[src/rtl/cfg_pkg.sv]
package cfg_pkg;
   localparam int CFG_DATA_W = 16;
   localparam int CFG_ADDR_W = 4;
   localparam int CFG_SETS   = 4;
   localparam int CFG_LEN_W  = 15;
   localparam int CFG_RATE_W = 2;
   localparam int CFG_HALF_W = 5;
   localparam int CFG_THR_W  = 4;

   typedef enum logic [1:0] {
      RATE_HALF    = 2'b00,
      RATE_THIRD   = 2'b01,
      RATE_QUARTER = 2'b10,
      RATE_SPARE   = 2'b11
   } rate_code_e;

   localparam int CFG_LEN_RST  = 3856;
   localparam int CFG_RATE_RST = int'(RATE_THIRD);
   localparam int CFG_STD_RST  = 1;
   localparam int CFG_MAXH_RST = 14;
   localparam int CFG_MINH_RST = 0;
   localparam int CFG_THR_RST  = 15;
endpackage

[src/rtl/cfg_bus_decode.sv]
module cfg_bus_decode #(
   parameter int ADDR_W   = 4,
   parameter int NUM_REGS = 9
) (
   input  logic                cs_n,
   input  logic                rd_wr_n,
   input  logic [ADDR_W-1:0]   addr,
   output logic                rd_en,
   output logic [NUM_REGS-1:0] wr_sel
);
   logic wr_en;

   assign wr_en = !cs_n && !rd_wr_n;
   assign rd_en = !cs_n && rd_wr_n;

   for (genvar i = 0; i < NUM_REGS; i++) begin : g_sel
      assign wr_sel[i] = wr_en && (addr == ADDR_W'(i));
   end
endmodule

[src/rtl/cfg_set_bank.sv]
module cfg_set_bank #(
   parameter int LEN_W    = 15,
   parameter int RATE_W   = 2,
   parameter int LEN_RST  = 3856,
   parameter int RATE_RST = 1
) (
   input  logic              clk,
   input  logic              rst_n,
   input  logic              len_we,
   input  logic              rate_we,
   input  logic [LEN_W-1:0]  len_wd,
   input  logic [RATE_W-1:0] rate_wd,
   input  logic              commit,
   output logic [LEN_W-1:0]  live_len,
   output logic [RATE_W-1:0] live_rate
);
   logic [LEN_W-1:0]  pend_len;
   logic [RATE_W-1:0] pend_rate;

   always_ff @(posedge clk or negedge rst_n) begin
      if (!rst_n) begin
         pend_len  <= LEN_W'(LEN_RST);
         pend_rate <= RATE_W'(RATE_RST);
         live_len  <= LEN_W'(LEN_RST);
         live_rate <= RATE_W'(RATE_RST);
      end else begin
         if (len_we)  pend_len  <= len_wd;
         if (rate_we) pend_rate <= rate_wd;
         if (commit) begin
            live_len  <= pend_len;
            live_rate <= pend_rate;
         end
      end
   end
endmodule

[src/rtl/cfg_set_select.sv]
module cfg_set_select #(
   parameter int NUM_SETS = 4,
   localparam int SEL_W   = $clog2(NUM_SETS)
) (
   input  logic             clk,
   input  logic             rst_n,
   input  logic             advance,
   output logic [SEL_W-1:0] sel
);
   localparam logic [SEL_W-1:0] LAST = SEL_W'(NUM_SETS - 1);

   always_ff @(posedge clk or negedge rst_n) begin
      if (!rst_n)
         sel <= '0;
      else if (advance)
         sel <= (sel == LAST) ? '0 : sel + 1'b1;
   end
endmodule

[src/rtl/dec_cfg_regbank.sv]
module dec_cfg_regbank
   import cfg_pkg::*;
#(
   parameter int DATA_W   = CFG_DATA_W,
   parameter int ADDR_W   = CFG_ADDR_W,
   parameter int NUM_SETS = CFG_SETS,
   parameter int LEN_W    = CFG_LEN_W,
   parameter int RATE_W   = CFG_RATE_W,
   parameter int HALF_W   = CFG_HALF_W,
   parameter int THR_W    = CFG_THR_W,
   parameter int LEN_RST  = CFG_LEN_RST,
   parameter int RATE_RST = CFG_RATE_RST,
   parameter int STD_RST  = CFG_STD_RST,
   parameter int MAXH_RST = CFG_MAXH_RST,
   parameter int MINH_RST = CFG_MINH_RST,
   parameter int THR_RST  = CFG_THR_RST
) (
   input  logic                        clk,
   input  logic                        rst_n,
   input  logic [DATA_W-1:0]           bus_wdata,
   input  logic [ADDR_W-1:0]           bus_addr,
   input  logic                        bus_cs_n,
   input  logic                        bus_rd_wr_n,
   output logic [DATA_W-1:0]           bus_rdata,
   input  logic                        commit_pulse,
   input  logic                        advance_pulse,
   output logic [LEN_W-1:0]            act_len,
   output logic [RATE_W-1:0]           act_rate,
   output logic                        act_std,
   output logic [$clog2(NUM_SETS)-1:0] act_set,
   output logic [HALF_W-1:0]           max_half,
   output logic [HALF_W-1:0]           min_half,
   output logic [THR_W-1:0]            et_thresh
);
   localparam int SEL_W     = $clog2(NUM_SETS);
   localparam int PACK_W    = NUM_SETS * RATE_W;
   localparam int STD_ADDR  = NUM_SETS;
   localparam int RATE_ADDR = NUM_SETS + 1;
   localparam int MAXH_ADDR = NUM_SETS + 2;
   localparam int MINH_ADDR = NUM_SETS + 3;
   localparam int THR_ADDR  = NUM_SETS + 4;
   localparam int NUM_REGS  = NUM_SETS + 5;

   // elaboration-time parameter checks
   if (NUM_SETS < 2 || (1 << SEL_W) != NUM_SETS) begin : g_bad_sets
      $error("NUM_SETS must be a power of two, at least 2");
   end
   if (NUM_REGS > (1 << ADDR_W)) begin : g_bad_addr
      $error("address space too small for the register map");
   end
   if (LEN_W >= DATA_W || PACK_W > DATA_W) begin : g_bad_width
      $error("length or packed rate field exceeds bus width");
   end
   if (HALF_W > DATA_W || THR_W > DATA_W) begin : g_bad_small
      $error("counter or threshold field exceeds bus width");
   end

   logic                rd_en;
   logic [NUM_REGS-1:0] wr_sel;
   logic [LEN_W-1:0]    live_len  [NUM_SETS];
   logic [RATE_W-1:0]   live_rate [NUM_SETS];
   logic [PACK_W-1:0]   rate_pack;
   logic [DATA_W-1:0]   rd_mux;
   logic                std_q;
   logic [HALF_W-1:0]   maxh_q, minh_q;
   logic [THR_W-1:0]    thr_q;
   logic [DATA_W-1:0]   rdata_q;
   logic                unused_wdata_hi;

   assign unused_wdata_hi = ^bus_wdata[DATA_W-1:LEN_W];

   cfg_bus_decode #(.ADDR_W(ADDR_W), .NUM_REGS(NUM_REGS)) u_dec (
      .cs_n    (bus_cs_n),
      .rd_wr_n (bus_rd_wr_n),
      .addr    (bus_addr),
      .rd_en   (rd_en),
      .wr_sel  (wr_sel)
   );

   for (genvar s = 0; s < NUM_SETS; s++) begin : g_set
      cfg_set_bank #(
         .LEN_W(LEN_W), .RATE_W(RATE_W),
         .LEN_RST(LEN_RST), .RATE_RST(RATE_RST)
      ) u_bank (
         .clk       (clk),
         .rst_n     (rst_n),
         .len_we    (wr_sel[s]),
         .rate_we   (wr_sel[RATE_ADDR]),
         .len_wd    (bus_wdata[LEN_W-1:0]),
         .rate_wd   (bus_wdata[s*RATE_W +: RATE_W]),
         .commit    (commit_pulse),
         .live_len  (live_len[s]),
         .live_rate (live_rate[s])
      );
      assign rate_pack[s*RATE_W +: RATE_W] = live_rate[s];
   end

   cfg_set_select #(.NUM_SETS(NUM_SETS)) u_sel (
      .clk     (clk),
      .rst_n   (rst_n),
      .advance (advance_pulse),
      .sel     (act_set)
   );

   // unshadowed registers
   always_ff @(posedge clk or negedge rst_n) begin
      if (!rst_n) begin
         std_q  <= 1'(STD_RST);
         maxh_q <= HALF_W'(MAXH_RST);
         minh_q <= HALF_W'(MINH_RST);
         thr_q  <= THR_W'(THR_RST);
      end else begin
         if (wr_sel[STD_ADDR])  std_q  <= bus_wdata[0];
         if (wr_sel[MAXH_ADDR]) maxh_q <= bus_wdata[HALF_W-1:0];
         if (wr_sel[MINH_ADDR]) minh_q <= bus_wdata[HALF_W-1:0];
         if (wr_sel[THR_ADDR])  thr_q  <= bus_wdata[THR_W-1:0];
      end
   end

   // readback multiplexer, live copies only
   always_comb begin
      rd_mux = '0;
      for (int i = 0; i < NUM_SETS; i++) begin
         if (bus_addr == ADDR_W'(i)) rd_mux[LEN_W-1:0] = live_len[i];
      end
      if (bus_addr == ADDR_W'(STD_ADDR))  rd_mux[0]          = std_q;
      if (bus_addr == ADDR_W'(RATE_ADDR)) rd_mux[PACK_W-1:0] = rate_pack;
      if (bus_addr == ADDR_W'(MAXH_ADDR)) rd_mux[HALF_W-1:0] = maxh_q;
      if (bus_addr == ADDR_W'(MINH_ADDR)) rd_mux[HALF_W-1:0] = minh_q;
      if (bus_addr == ADDR_W'(THR_ADDR))  rd_mux[THR_W-1:0]  = thr_q;
   end

   always_ff @(posedge clk or negedge rst_n) begin
      if (!rst_n)
         rdata_q <= '0;
      else if (rd_en)
         rdata_q <= rd_mux;
   end

   assign bus_rdata = rdata_q;
   assign act_len   = live_len[act_set];
   assign act_rate  = live_rate[act_set];
   assign act_std   = std_q;
   assign max_half  = maxh_q;
   assign min_half  = minh_q;
   assign et_thresh = thr_q;
endmodule

[config.mk]
export PLATFORM = sky130hd
export DESIGN_NAME = dec_cfg_regbank
export DESIGN_NICKNAME = d
export VERILOG_FILES = /design/src/rtl/cfg_pkg.sv /design/src/rtl/cfg_bus_decode.sv /design/src/rtl/cfg_set_bank.sv /design/src/rtl/cfg_set_select.sv /design/src/rtl/dec_cfg_regbank.sv
export SDC_FILE = /design/constraint.sdc
export NUM_CORES = 1
export LEC_CHECK = 0
export ABC_AREA = 1
export BUFFER_PORTS_ARGS = -buffer_cell sky130_fd_sc_hd__buf_2
export CAP_MARGIN = 10
export CORE_UTILIZATION = 30
export CTS_CLUSTER_DIAMETER = 120
export DETAILED_ROUTE_END_ITERATION = 16
export PLACE_DENSITY_LB_ADDON = 0.08
export SLEW_MARGIN = 20
export SYNTH_ARGS = -nofsm -noshare
export SYNTH_HDL_FRONTEND = slang
export SYNTH_SLANG_ARGS = --single-unit
[constraint.sdc]
create_clock -name clk -period 1.2 [get_ports clk]
set_input_delay 0.18 -clock clk [delete_from_list [all_inputs] [get_ports clk]]
set_output_delay 0.18 -clock clk [all_outputs]
set_load 0.005 [all_outputs]
* Word-level counts from Yosys, hierarchy flattened *
Index checks and enable logic that the tools add are counted.

operators by class
  bitwise logic cells = 1
  multiplexer cells = 16
  $add $sub $neg = 1
  magnitude comparators = 1
  equality and inequality tests = 9
  reductions and logical operators = 14

operators with widths
  kind                   count
  $mux W15               6
  $bmux W15 S2           1
  $eq A4 B3 Y1 const B   4
  $logic_and A1 B1 Y1    11
  $mux W5                2
  $eq A4 B2 Y1 const B   2
  $mux W8                1
  $mux W2                3
  $bmux W2 S2            1
  $eq A4 B1 Y1 const B   1
  $eq A4 B4 Y1 const B   1
  $logic_not A4 Y1       1
  $mux W4                1
  $ge A3 B3 Y1 const B   1
  $not A2 Y3             1
  $add A2 B1 Y2 const B  1
  $eq A2 B2 Y1 const B   1
  $logic_not A1 Y1       2
  $mux W1                1

storage, ports and cells
  input port bits = 26
  register bits = 168
  output and inout port bits = 50
  logic and storage cells = 64

* Longest topological paths before layout *
  word-level depth = 10
  mapped depth = 10
  gate-level depth less buffers = 10

* By module *
A second synthesis with hierarchy kept.

unflattened totals
  cells, all modules = 955
  area total of the unflattened synthesis = 7896.3 um^2

modules (own cells, without submodules)
  module           instances  cells an instance  area each (um^2)
  cfg_set_bank     4          145                1372.6
  dec_cfg_regbank  1          338                2213.4
  cfg_bus_decode   1          26                 100.1
  cfg_set_select   1          11                 92.6

* Worst setup path after synthesis *
OpenSTA, ideal clock, no wires.

  path kind = register -> output
  start point = register u_sel.sel[0]
  end point = output port act_rate[0]
  arrival = 1.268 ns
  path slack = -0.248 ns
  required time = 1.020 ns
  stages on the path, launching flop included = 7
  cells stage by stage = dfrtp_1 > clkbuf_1 > inv_2 > clkbuf_1 > o21ai_0 > a21oi_1 > a21oi_1

between the ends
  word-level cells in the longest chain between the ends = 4

RTL lines
  element                                      line                    text
  start: declaration                           cfg_set_select.sv:8     output logic [SEL_W-1:0] sel
  start signal: assignment                     cfg_set_select.sv:16    sel <= (sel == LAST) ? '0 : sel + 1'b1;
  $not A2 Y3 (implied by the code)             dec_cfg_regbank.sv:142  assign act_rate = live_rate[act_set];
  $bmux W2 S2                                  dec_cfg_regbank.sv:142
  $mux W2 (implied by the code) (2 in series)  dec_cfg_regbank.sv:142
  end: declaration                             dec_cfg_regbank.sv:28   output logic [RATE_W-1:0] act_rate,

No other way between the ends. The select of a mux whose other input is x is not followed.

* Final worst setup path *
  start point = register u_sel.sel[0]
  end point = output port act_len[13]

between the ends
  word-level cells in the longest chain between the ends = 4

RTL lines
  element                                       line                    text
  $not A2 Y3 (implied by the code)              dec_cfg_regbank.sv:141  assign act_len = live_len[act_set];
  $bmux W15 S2                                  dec_cfg_regbank.sv:141
  $mux W15 (implied by the code) (2 in series)  dec_cfg_regbank.sv:141
  end: declaration                              dec_cfg_regbank.sv:27   output logic [LEN_W-1:0] act_len,

No other way between the ends. The select of a mux whose other input is x is not followed.

==> metrics.cfg <==
[route]
drt_iter0_markers=404
wl_per_cell_um=17.13
routed_wl_um=21990
ant_nets=0
drc=0
vias=5957
detail_route.vias_per_cell=4.639
firstDrtPassIters=5

[synthesis]
yosysWarnings=0
synth_edf_count=0
synth-seq-area-share=0.5860
synth_fp_nets=827
async_flop_share=1.000
ys_seq_elements=168
synthCells=800
yosys_most_used_dff=dfrtp_1
post_synth_num_cell_types=28
synth.cell_area_sq_mm=0.007293
avgSynthCellArea_sq_um=9.117

[cells_and_area]
regArea_sq_mm=0.004275
num-fill-cells=2429
drive_gt1_frac=0.3699
final_nets=979
syn_to_final_growth_pct=34.33
design_area_sq_mm=0.009797
final_cells=1284
multi_input_area_sq_mm=0.002751
insertedDiodeCount=0
final_util=0.4137

[power]
vdd_drop_max_mv=1.033
power_frac_comb=0.283
pwr-share-clk=0.303
power_leakage_uw=0.004481
pwr_density_cell_mw_per_mm2=1894
swShare=0.3211
netSwitchingPower_uw=5959
p_int_uw=12600
seqPwrFrac=0.415

[global_route]
antenna_found_initial=0
grt_pass1_wl_um=34100
gr-total-overflow=0
grt_pass1_vias=5912
grt_usage=0.1846
grt_max_degree=51

[cts]
tritoncts=built
clkLatencyLatePin_ps=430
root_buffer=clkbuf_16
cts_buffer_depth=2
cts_buffers=17
htree_levels=4
cts_num_sinks=168
clk_pin_slew_worst_paths_ps=70

[run_status]
failed_checks=negative setup slack
outcome=finished with violations

[setup_path]
crit_fanout=14
critPathTopFamily=flip-flops
path_class=flip-flop to output port
worstPathCellList=buf_8 -> buf_4 -> a21oi_1 -> a21oi_2 -> buf_2
critPathArrivalTime_ps=1630
crit_start=u_sel.sel[0]
cp.required_ps=1020
crit_path_start_kind=flip-flop
slowest_stage=dfrtp_2
end_kind=output port
rr_startpoint=u_sel.sel[0]
cp_num_buf_inv=3
cpPeakStageDelay_ps=470

[floorplan]
die_height_um=157.9
core_sq_mm=0.02368
io_pins=76
dieArea_sq_mm=0.02494
rows=56
die_x_um=157.9
start_util=0.3080

[sta]
fin_ws_ps=-605.5
rsz0062_at_grt=true
finalCritPeriodShare=1.505
setup_tns_ps=-10730
hold_viol_final=0
fmax_ghz=0.5539
period_minus_slack_ps=1806
slew_violations=0
clock_skew_ps=9.163
setup_viol=29

[placed_design]
port_buffers=73
placed_area_sq_mm=0.008775
gp_congestion=0.7985
dp_cells=1234
dp_hpwl_um=15110

[flow_run]
maxCapViolCount=0

[min_path]
min_path_type=input port to flip-flop
hp-start=bus_wdata[9]

[cell families after synthesis]
| group | share of synthesized area |
|---|---|
| AOI/OAI and AO/OA | 0.1656 |
| adders and majority gates | 0.001715 |
| buffers and inverters | 0.06107 |
| DFF | 0.5860 |
| muxes | 0.04786 |
| other | 0.0005142 |
| and+or+nand+nor | 0.1372 |
[power groups by stage]
stage	registers, uW	logic, uW	clock network, uW
after CTS	7660	4770	5790
after global routing	7830	5800	6020
final	7690	5250	5620
after floorplan	7550	2380	0
after detailed placement	7730	4380	0
after global placement	7690	4320	0
[area by class of cell]
| type | count | share of cell area |
|---|---|---|
| timing repair buffer | 173 | 0.1494 |
| clock inverter | 11 | 0.009962 |
| sequential | 168 | 0.4364 |
| tap | 319 | 0.04074 |
| timing repair inverter | 1 | 0.0007663 |
| clock buffer | 21 | 0.05249 |
| inverter | 74 | 0.02937 |
| multi-input combinational | 517 | 0.2808 |
[synthesized netlist by cell type, types with 2 or more instances]
cell type | number | share of area
a31oi_1 | 8 | 0.0069
dfstp_2 | 56 | 0.20
a21oi_1 | 67 | 0.046
nand3_1 | 5 | 0.0034
nor2_2 | 3 | 0.0026
nand4_1 | 5 | 0.0043
clkbuf_1 | 31 | 0.016
buf_2 | 8 | 0.0055
dfrtp_1 | 112 | 0.38
o21ai_1 | 88 | 0.060
nor3_2 | 2 | 0.0027
o211ai_1 | 3 | 0.0031
o22ai_1 | 11 | 0.0094
nand2_2 | 2 | 0.0017
o21ai_0 | 58 | 0.040
inv_1 | 63 | 0.032
inv_2 | 10 | 0.0051
nand2_1 | 202 | 0.10
mux2_2 | 31 | 0.048
nor2_1 | 27 | 0.014
[layout by cell type (no fill, tap or decap), types with 20 or more instances in the layout]
cell type  netlist  routed
nand2_1        202     201
a21oi_1         67      44
dfstp_2         56      56
a21oi_2          0      23
nor2_1          27      23
buf_12           0      20
inv_1           63      57
buf_2            8      68
o21ai_0         58      44
o21ai_1         88      96
mux2_2          31      31
dfrtp_1        112     111
clkbuf_16        0      22
buf_4            1      70
[state kept, by name, summed over array words and instances, names as in the netlist, 4 cells and up]
name,count
bus_rdata,15
et_thresh,4
g_set.u_bank.live_len,60
g_set.u_bank.live_rate,8
g_set.u_bank.pend_len,60
g_set.u_bank.pend_rate,8
max_half,5
min_half,5
[timing repair]
item / 4_1_cts / 5_1_grt
hold buffers: 2 / 0
gates cloned: 1 / 2
endpoints found under the hold margin: 114 / 0
pin swaps: 4 / 9
buffers inserted: 12 / 4
resized for setup: 25 / 39
endpoints found under the setup margin: 33 / 48
[through the flow]
step / total power, uW / hold slack, ps / setup slack (ps)
after floorplan: 9931 / -115.6 / -9.428
after global placement: 12010 / 26.52 / -296.6
after detailed placement: 12110 / 25.58 / -339.8
after CTS: 18210 / 7.216 / -633.3
after global routing: 19640 / 14.52 / -692.4
final: 18560 / 24.45 / -605.5
[final timing paths]
path	to	slack, ps	depth (start not counted)
min in group asynchronous	bus_rdata[0]	140	2
setup reg to reg	u_sel.sel[0]	-160	6
max in group asynchronous	g_set[0].u_bank.live_len[10]	470	3
setup / recovery	act_len[13]	-610	5
hold / removal	g_set[2].u_bank.pend_len[9]	20	3
hold reg to reg	bus_rdata[5]	470	2
[routing by layer]
metal  GRT usage  wire (um)
met5           0          0
met2      0.2819       9939
met4     0.04485        279
met1      0.2685      11100
met3     0.03285        675
[worst reg2reg max path: stages (launching register included)]
cell and delay [ps]:
dfrtp_2 470, buf_8 180, buf_4 160, ha_1 190, nor2_1 80, nand2_1 50, o21ai_0 110
No activity file was read; power rests on OpenSTA's default activity.
